`src/rtl/lldem_pkg.sv`:
```
package lldem_pkg;
  typedef enum logic [1:0] {
    MODE_CCM   = 2'd0,
    MODE_DE    = 2'd1,
    MODE_RAMP  = 2'd2,
    MODE_BLANK = 2'd3
  } lldem_mode_e;
endpackage

```
`src/rtl/lldem_zc_counter.sv`:
```
module lldem_zc_counter #(
  parameter int RUN = 4
) (
  input  logic clk,
  input  logic rst_n,
  input  logic hold_clr,
  input  logic stb,
  input  logic zc,
  output logic run_done
);
  localparam int CW = $clog2(RUN + 1);
  localparam logic [CW-1:0] LAST = CW'(RUN - 1);

  logic [CW-1:0] cnt_q, cnt_d;
  logic          cnt_en;

  assign run_done = stb && zc && (cnt_q == LAST) && !hold_clr;
  assign cnt_en   = hold_clr || stb;

  always_comb begin
    cnt_d = cnt_q;
    if (hold_clr)      cnt_d = '0;
    else if (!zc)      cnt_d = '0;
    else if (run_done) cnt_d = '0;
    else               cnt_d = cnt_q + 1'b1;
  end

  always_ff @(posedge clk or negedge rst_n) begin
    if (!rst_n)      cnt_q <= '0;
    else if (cnt_en) cnt_q <= cnt_d;
  end
endmodule

```
`src/rtl/lldem_vid_cmp.sv`:
```
module lldem_vid_cmp #(
  parameter int VW     = 12,
  parameter int WIN_MV = 60
) (
  input  logic [VW-1:0] vid_now,
  input  logic [VW-1:0] vid_prev,
  input  logic [VW-1:0] vout_code,
  output logic          up_req,
  output logic          dn_far,
  output logic          in_window,
  output logic          reached
);
  localparam logic [VW:0] WIN_C = (VW+1)'(WIN_MV);

  logic [VW:0] win_top;
  logic [VW:0] vout_x;

  assign win_top   = {1'b0, vid_now} + WIN_C;
  assign vout_x    = {1'b0, vout_code};
  assign reached   = vout_code >= vid_now;
  assign up_req    = (vid_now > vid_prev) && !reached;
  assign in_window = vout_x < win_top;
  assign dn_far    = (vid_now < vid_prev) && !in_window;
endmodule

```
`src/rtl/lldem_mode_fsm.sv`:
```
module lldem_mode_fsm
  import lldem_pkg::*;
(
  input  logic clk,
  input  logic rst_n,
  input  logic run_done,
  input  logic up_req,
  input  logic dn_far,
  input  logic in_window,
  input  logic reached,
  output logic in_ccm,
  output logic de_en,
  output logic drive_up,
  output logic ov_blank
);
  lldem_mode_e mode_q, mode_d;

  always_comb begin
    mode_d = mode_q;
    unique case (mode_q)
      MODE_CCM: begin
        if (run_done) mode_d = MODE_DE;
      end
      MODE_DE: begin
        if (up_req)      mode_d = MODE_RAMP;
        else if (dn_far) mode_d = MODE_BLANK;
      end
      MODE_RAMP: begin
        if (reached) mode_d = MODE_CCM;
      end
      MODE_BLANK: begin
        if (up_req)         mode_d = MODE_RAMP;
        else if (in_window) mode_d = MODE_DE;
      end
      default: mode_d = MODE_CCM;
    endcase
  end

  always_ff @(posedge clk or negedge rst_n) begin
    if (!rst_n) mode_q <= MODE_CCM;
    else        mode_q <= mode_d;
  end

  assign in_ccm   = (mode_q == MODE_CCM);
  assign de_en    = (mode_q == MODE_DE) || (mode_q == MODE_BLANK);
  assign drive_up = (mode_q == MODE_RAMP);
  assign ov_blank = (mode_q == MODE_BLANK);
endmodule

```
`src/rtl/lldem_seq.sv`:
```
module lldem_seq #(
  parameter int VW     = 12,
  parameter int ZC_RUN = 4,
  parameter int WIN_MV = 60
) (
  input  logic          clk,
  input  logic          rst_n,
  input  logic          cyc_stb,
  input  logic          zc_flag,
  input  logic [VW-1:0] vid_now,
  input  logic [VW-1:0] vid_prev,
  input  logic [VW-1:0] vout_code,
  output logic          de_en,
  output logic          drive_up,
  output logic          ov_blank
);
  logic run_done, in_ccm;
  logic up_req, dn_far, in_window, reached;

  lldem_zc_counter #(.RUN(ZC_RUN)) u_cnt (
    .clk      (clk),
    .rst_n    (rst_n),
    .hold_clr (!in_ccm),
    .stb      (cyc_stb),
    .zc       (zc_flag),
    .run_done (run_done)
  );

  lldem_vid_cmp #(.VW(VW), .WIN_MV(WIN_MV)) u_cmp (
    .vid_now   (vid_now),
    .vid_prev  (vid_prev),
    .vout_code (vout_code),
    .up_req    (up_req),
    .dn_far    (dn_far),
    .in_window (in_window),
    .reached   (reached)
  );

  lldem_mode_fsm u_fsm (
    .clk       (clk),
    .rst_n     (rst_n),
    .run_done  (run_done),
    .up_req    (up_req),
    .dn_far    (dn_far),
    .in_window (in_window),
    .reached   (reached),
    .in_ccm    (in_ccm),
    .de_en     (de_en),
    .drive_up  (drive_up),
    .ov_blank  (ov_blank)
  );
endmodule

```
`config.mk`:
```
export PLATFORM = sky130hd
export DESIGN_NAME = lldem_seq
export DESIGN_NICKNAME = d
export VERILOG_FILES = /design/src/rtl/lldem_pkg.sv /design/src/rtl/lldem_zc_counter.sv /design/src/rtl/lldem_vid_cmp.sv /design/src/rtl/lldem_mode_fsm.sv /design/src/rtl/lldem_seq.sv
export SDC_FILE = /design/constraint.sdc
export NUM_CORES = 1
export LEC_CHECK = 0
export ABC_AREA = 1
export CAP_MARGIN = 20
export CORE_UTILIZATION = 40
export CTS_CLUSTER_SIZE = 40
export DETAILED_ROUTE_END_ITERATION = 10
export HOLD_SLACK_MARGIN = 0.15
export PLACE_DENSITY = 0.79
export SYNTH_ARGS = -nofsm -noshare
export SYNTH_HDL_FRONTEND = slang
export SYNTH_HIERARCHICAL = 1
export SYNTH_SLANG_ARGS = --single-unit
```
`constraint.sdc`:
```
create_clock -name clk -period 1.9 [get_ports clk]
set_clock_uncertainty 0.2 [all_clocks]
set_input_delay 0.38 -clock clk [delete_from_list [all_inputs] [get_ports clk]]
set_output_delay 0.38 -clock clk [all_outputs]
set_load 0.03 [all_outputs]
```
==> flow_results.org <==
** Timing
- In the post-route analysis, the smallest setup slack over all paths is -0.444 ns.
- Hold Fails Final Rpt :: 0
- Setup repair after global routing could not meet its margin everywhere.
- Transition time of the tightest slew-check pin :: about 0.3 ns
- The worst pin sits at a relative slew slack of 0.795.
- The smallest clock period supported by the final layout is computed as 2.34 ns.
- Based on the critical path, the design can be clocked at up to approximately 430 MHz.
- Setup violations remaining at the end of the flow were counted as 2.
- Post-route clock period utilization :: 1.23
- Number of slew-limit violations in the final report :: 0

** GRT
- The via count of the first global-routing pass was 1745.
- Largest net degree at the start of global routing :: 9
- For met2 alone, demand over resource in global routing was 0.426.
- For met1 alone, demand over resource in global routing was 0.244.
- Global-route wire length before repair :: approximately 7 mm
- Number of antenna violations at the first check in global routing :: 0
- The layer flagged by global routing as most heavily used is met2.
- Global routing finished with a remaining overflow of 0.
- Global Route Usage Sum :: 0.215
- For this run, global-route usage on met3 was measured as 0.0308.

** Synth
- The biggest area contributor in the post-synthesis netlist is sky130_fd_sc_hd__ha_1.
- Total of flip-flops plus latches after synthesis :: 5
- Summing every instance area after synthesis gives ~0.0015 mm2.
- Mean instance size in the synthesized netlist :: 6.06 um2
- Synth Instances :: about 250
- Synth top area cells :: sky130_fd_sc_hd__ha_1, sky130_fd_sc_hd__nand2_1, sky130_fd_sc_hd__inv_1, sky130_fd_sc_hd__dfrtp_1, sky130_fd_sc_hd__a21oi_1
- Of the post-synthesis cell area, the dominant cell type holds 0.309.
- Total of warnings raised by yosys :: 6
- In this run, distinct cell masters in the synthesized netlist total 24.
- The share of the Yosys chip area taken by registers is 0.0836.
- Synthesized Nets :: 324

** Worst setup path
- Required time of the critical path :: around 1.9 ns
- Endpoint of the worst register-to-register path :: u_fsm/mode_q[0]
- Critical path cell sequence :: clkdlybuf4s50_1 -> inv_1 -> ha_1 -> nand2_1 -> nand2_1 -> nand2_1 -> nand2_1 -> nand2_1 -> nand4_1 -> buf_4 -> buf_4 -> nor2_1 -> nor2_2 -> o21ai_2
- Number of buffers and inverters on the critical path :: 4
- Worst r2r src :: u_fsm/mode_q[0]
- In this design, the largest share of critical-path delay is due to buffers and inverters.
- Worst setup path class :: in2reg
- Setup slack, reg-to-reg :: about 0.36 ns
- Endpoint kind of the worst setup timing path :: flip-flop
- For this run, the slowest stage of the critical path takes between 0.4 and 0.5 ns.
- Element type at the critical path start :: primary input
- Startpoint of the most critical setup path :: vid_now[1]
- Worst reg-to-reg path cell count :: 8
- CP Data Arrival Time :: ~2.3 ns
- Peak fanout along the critical path :: 3
- The largest individual stage delay along the critical path comes from the cell sky130_fd_sc_hd__clkdlybuf4s50_1.
- In this design, the critical path's most frequently occurring cell is sky130_fd_sc_hd__nand2_1.

** Die
- For this configuration, the core starts out at a cell density of 0.431.
- Width of the die :: approximately 63 um
- Area inside the core boundary :: about 0.0035 mm2
- The die is approximately 63 um tall.
- The floorplan step defined a die boundary enclosing 0.00399 mm2.
- between 40 and 50 I/O pins were placed.
- Placement row count :: 21

** Routing
- After detailed routing, the average wire length per cell comes to 10.9 um.
- The final route contains 1757 vias.
- Wire length after detailed routing :: between 4 and 5 mm
- Initial detailed-routing violation count :: 64
- In the routed design, unresolved DRC markers number 0.
- In the routed layout, each cell is associated on average with a via count of 4.65.
- Once detail routing completed, the nets flagged for antenna violations numbered 0.
- TritonRoute pass-1 iters :: 4

** CTS
- Num CTS Buffers :: 3
- The clock passes through at most 2 buffers.
- CTS saw 5 sinks.
- Clock latency on the worst-skew pair, taken at its later pin, is roughly 0.22 ns.
- Clock-pin slew was measured on the worst setup and hold paths at roughly 0.04 ns.
- In this run the number of H-tree levels came out at 1.
- TritonCTS clock tree :: yes
- Library cell used as clock root buffer :: sky130_fd_sc_hd__clkbuf_8
- CTS Hold Bufs :: 0

** Power and ir drop
- Dividing total power by cell area gives a power density of between 400 and 500 mW/mm2.
- Of the total power, the clock network draws 0.174.
- Reported leakage power :: 1.42 nW
- Across the VDD grid, the largest voltage drop is 0.329 mV.
- The share of total power dissipated in combinational logic is 0.678.
- Sequential cell fraction of total power :: 0.147
- Internal power comes to around 0.64 mW.
- Of the total power, the share spent switching nets is 0.443.
- Switching power of the nets :: about 0.5 mW
- Total power of the final layout :: around 1.1 mW

** Finish
- Number of standard cells in the layout, taps in and fillers out :: approximately 380
- Proportion of layout cells with a drive suffix above 1 :: 0.289
- Area added between synthesis and finish :: 65.1%
- Once layout is complete, the utilization of the core stands at 0.712.
- The repair_antennas step left the layout with diodes totalling 0.
- Final net count :: a little over 400

** Place
- Port Buffer Count :: 42
- At the end of routability-driven placement, the weighted congestion stood at just over 0.8.
- Including well taps, the total number of placed cells is 368.
- Detailed placement finished with a half-perimeter wire length of around 3.2 mm.
- OpenSTA, run right after detailed placement, puts the worst setup slack at -1.18 ns.

** Status
- The run finished, with violations left.
- The final reports fail on negative setup slack.

** Worst hold path
- The min-delay analysis places its worst path in the category in2async.

** Run
- Max-cap violations in this run came to 0.
[placed cells by master (no fill, tap or decap), drive strengths merged, types with 3 or more instances in the layout]
cell type      Yosys  routed
nand4              3       3
nand3             11      11
xor2               5       5
dfrtp              5       5
nor3               3       3
nor2              19      19
dlygate4sd2        0       3
nand2             79      79
buf                1      47
clkbuf             1       6
inv               61      61
a21oi             13      13
ha                37      37
clkdlybuf4s50      0      30
o21ai              4       4
[Yosys cell counts]
cell type and count:
sky130_fd_sc_hd__nand2_1 76, sky130_fd_sc_hd__buf_6 1, sky130_fd_sc_hd__a21o_1 2, sky130_fd_sc_hd__o21ai_1 1, sky130_fd_sc_hd__nand2_2 3, sky130_fd_sc_hd__dfrtp_1 5
sky130_fd_sc_hd__inv_1 59, sky130_fd_sc_hd__clkbuf_1 1, sky130_fd_sc_hd__a21oi_1 12, sky130_fd_sc_hd__nor2_2 5, sky130_fd_sc_hd__xnor2_1 1, sky130_fd_sc_hd__nor2_1 14
sky130_fd_sc_hd__nand4_1 3, sky130_fd_sc_hd__xor2_1 5, sky130_fd_sc_hd__nor3_1 1, sky130_fd_sc_hd__o21ai_0 2, sky130_fd_sc_hd__nand3_1 10, sky130_fd_sc_hd__a21oi_2 1
sky130_fd_sc_hd__nand3_2 1, sky130_fd_sc_hd__o21ai_2 1, sky130_fd_sc_hd__ha_1 37, sky130_fd_sc_hd__and2_1 2, sky130_fd_sc_hd__nor3_2 2, sky130_fd_sc_hd__inv_2 2
[area by class of cell]
class	count	area (um2)
inverters	61	249
flip-flops and latches	5	125
well taps	46	57.6
repair buffers	83	733
clock buffers	4	45.0
multi-input cells	179	1260
fillers	299	997
[registers in the layout, summed over array words and instances, names as in the netlist]
name	count
u_cnt/cnt_q	3
u_fsm/mode_q	2
[per-layer routing]
metal	part of all wire	vias to the layer above	wire, um
met5	0	-	0
li1	-	927	-
met3	0.038	2	155
met2	0.54	54	2230
met1	0.42	774	1730
met4	0.0024	0	10
[logic make-up after synthesis]
family	count (synthesis)	share of synthesized area
buf+inv	63	0.163
simple gates	117	0.337
fa+ha+maj	37	0.309
xor+xnor	6	0.0351
compound gates	19	0.0719
flops	5	0.0836
[through the flow]
step / setup TNS, ns / hold WS (ns) / cell area [um2]
after floorplan: -0.573 / -0.116 / 1540
after global placement: -2.23 / 0.263 / 2260
after detailed placement: -2.32 / 0.273 / 2260
after CTS: -0.981 / 0.187 / 2400
after global routing: -1.14 / 0.194 / 2470
final: -0.868 / 0.183 / 2470
[how the worst max path moves through the flow]
stage | to | slack [ns] | depth (start not counted)
2_1_floorplan | u_fsm/mode_q[0] | -0.30 | 18
3_3_place_gp | u_fsm/mode_q[0] | -1.13 | 19
3_5_place_dp | u_fsm/mode_q[0] | -1.18 | 19
4_1_cts | u_fsm/mode_q[0] | -0.49 | 20
5_1_grt | u_fsm/mode_q[0] | -0.58 | 18
6_report | u_fsm/mode_q[1] | -0.44 | 14
[power by group through the flow]
stage	Combinational (mW)	Sequential (mW)	Clock [mW]
after global routing	0.866	0.174	0.217
after floorplan	0.442	0.160	0
after detailed placement	0.705	0.167	0
after CTS	0.738	0.167	0.203
after global placement	0.684	0.167	0
final	0.779	0.169	0.200
[what timing repair did]
item / in CTS / in global routing
gates resized for setup: 43 / 30
setup buffers: 4 / 3
pin swaps: 27 / 33
endpoints found under the setup margin: 2 / 2
Note: power is estimated with default switching activity, not from simulation.
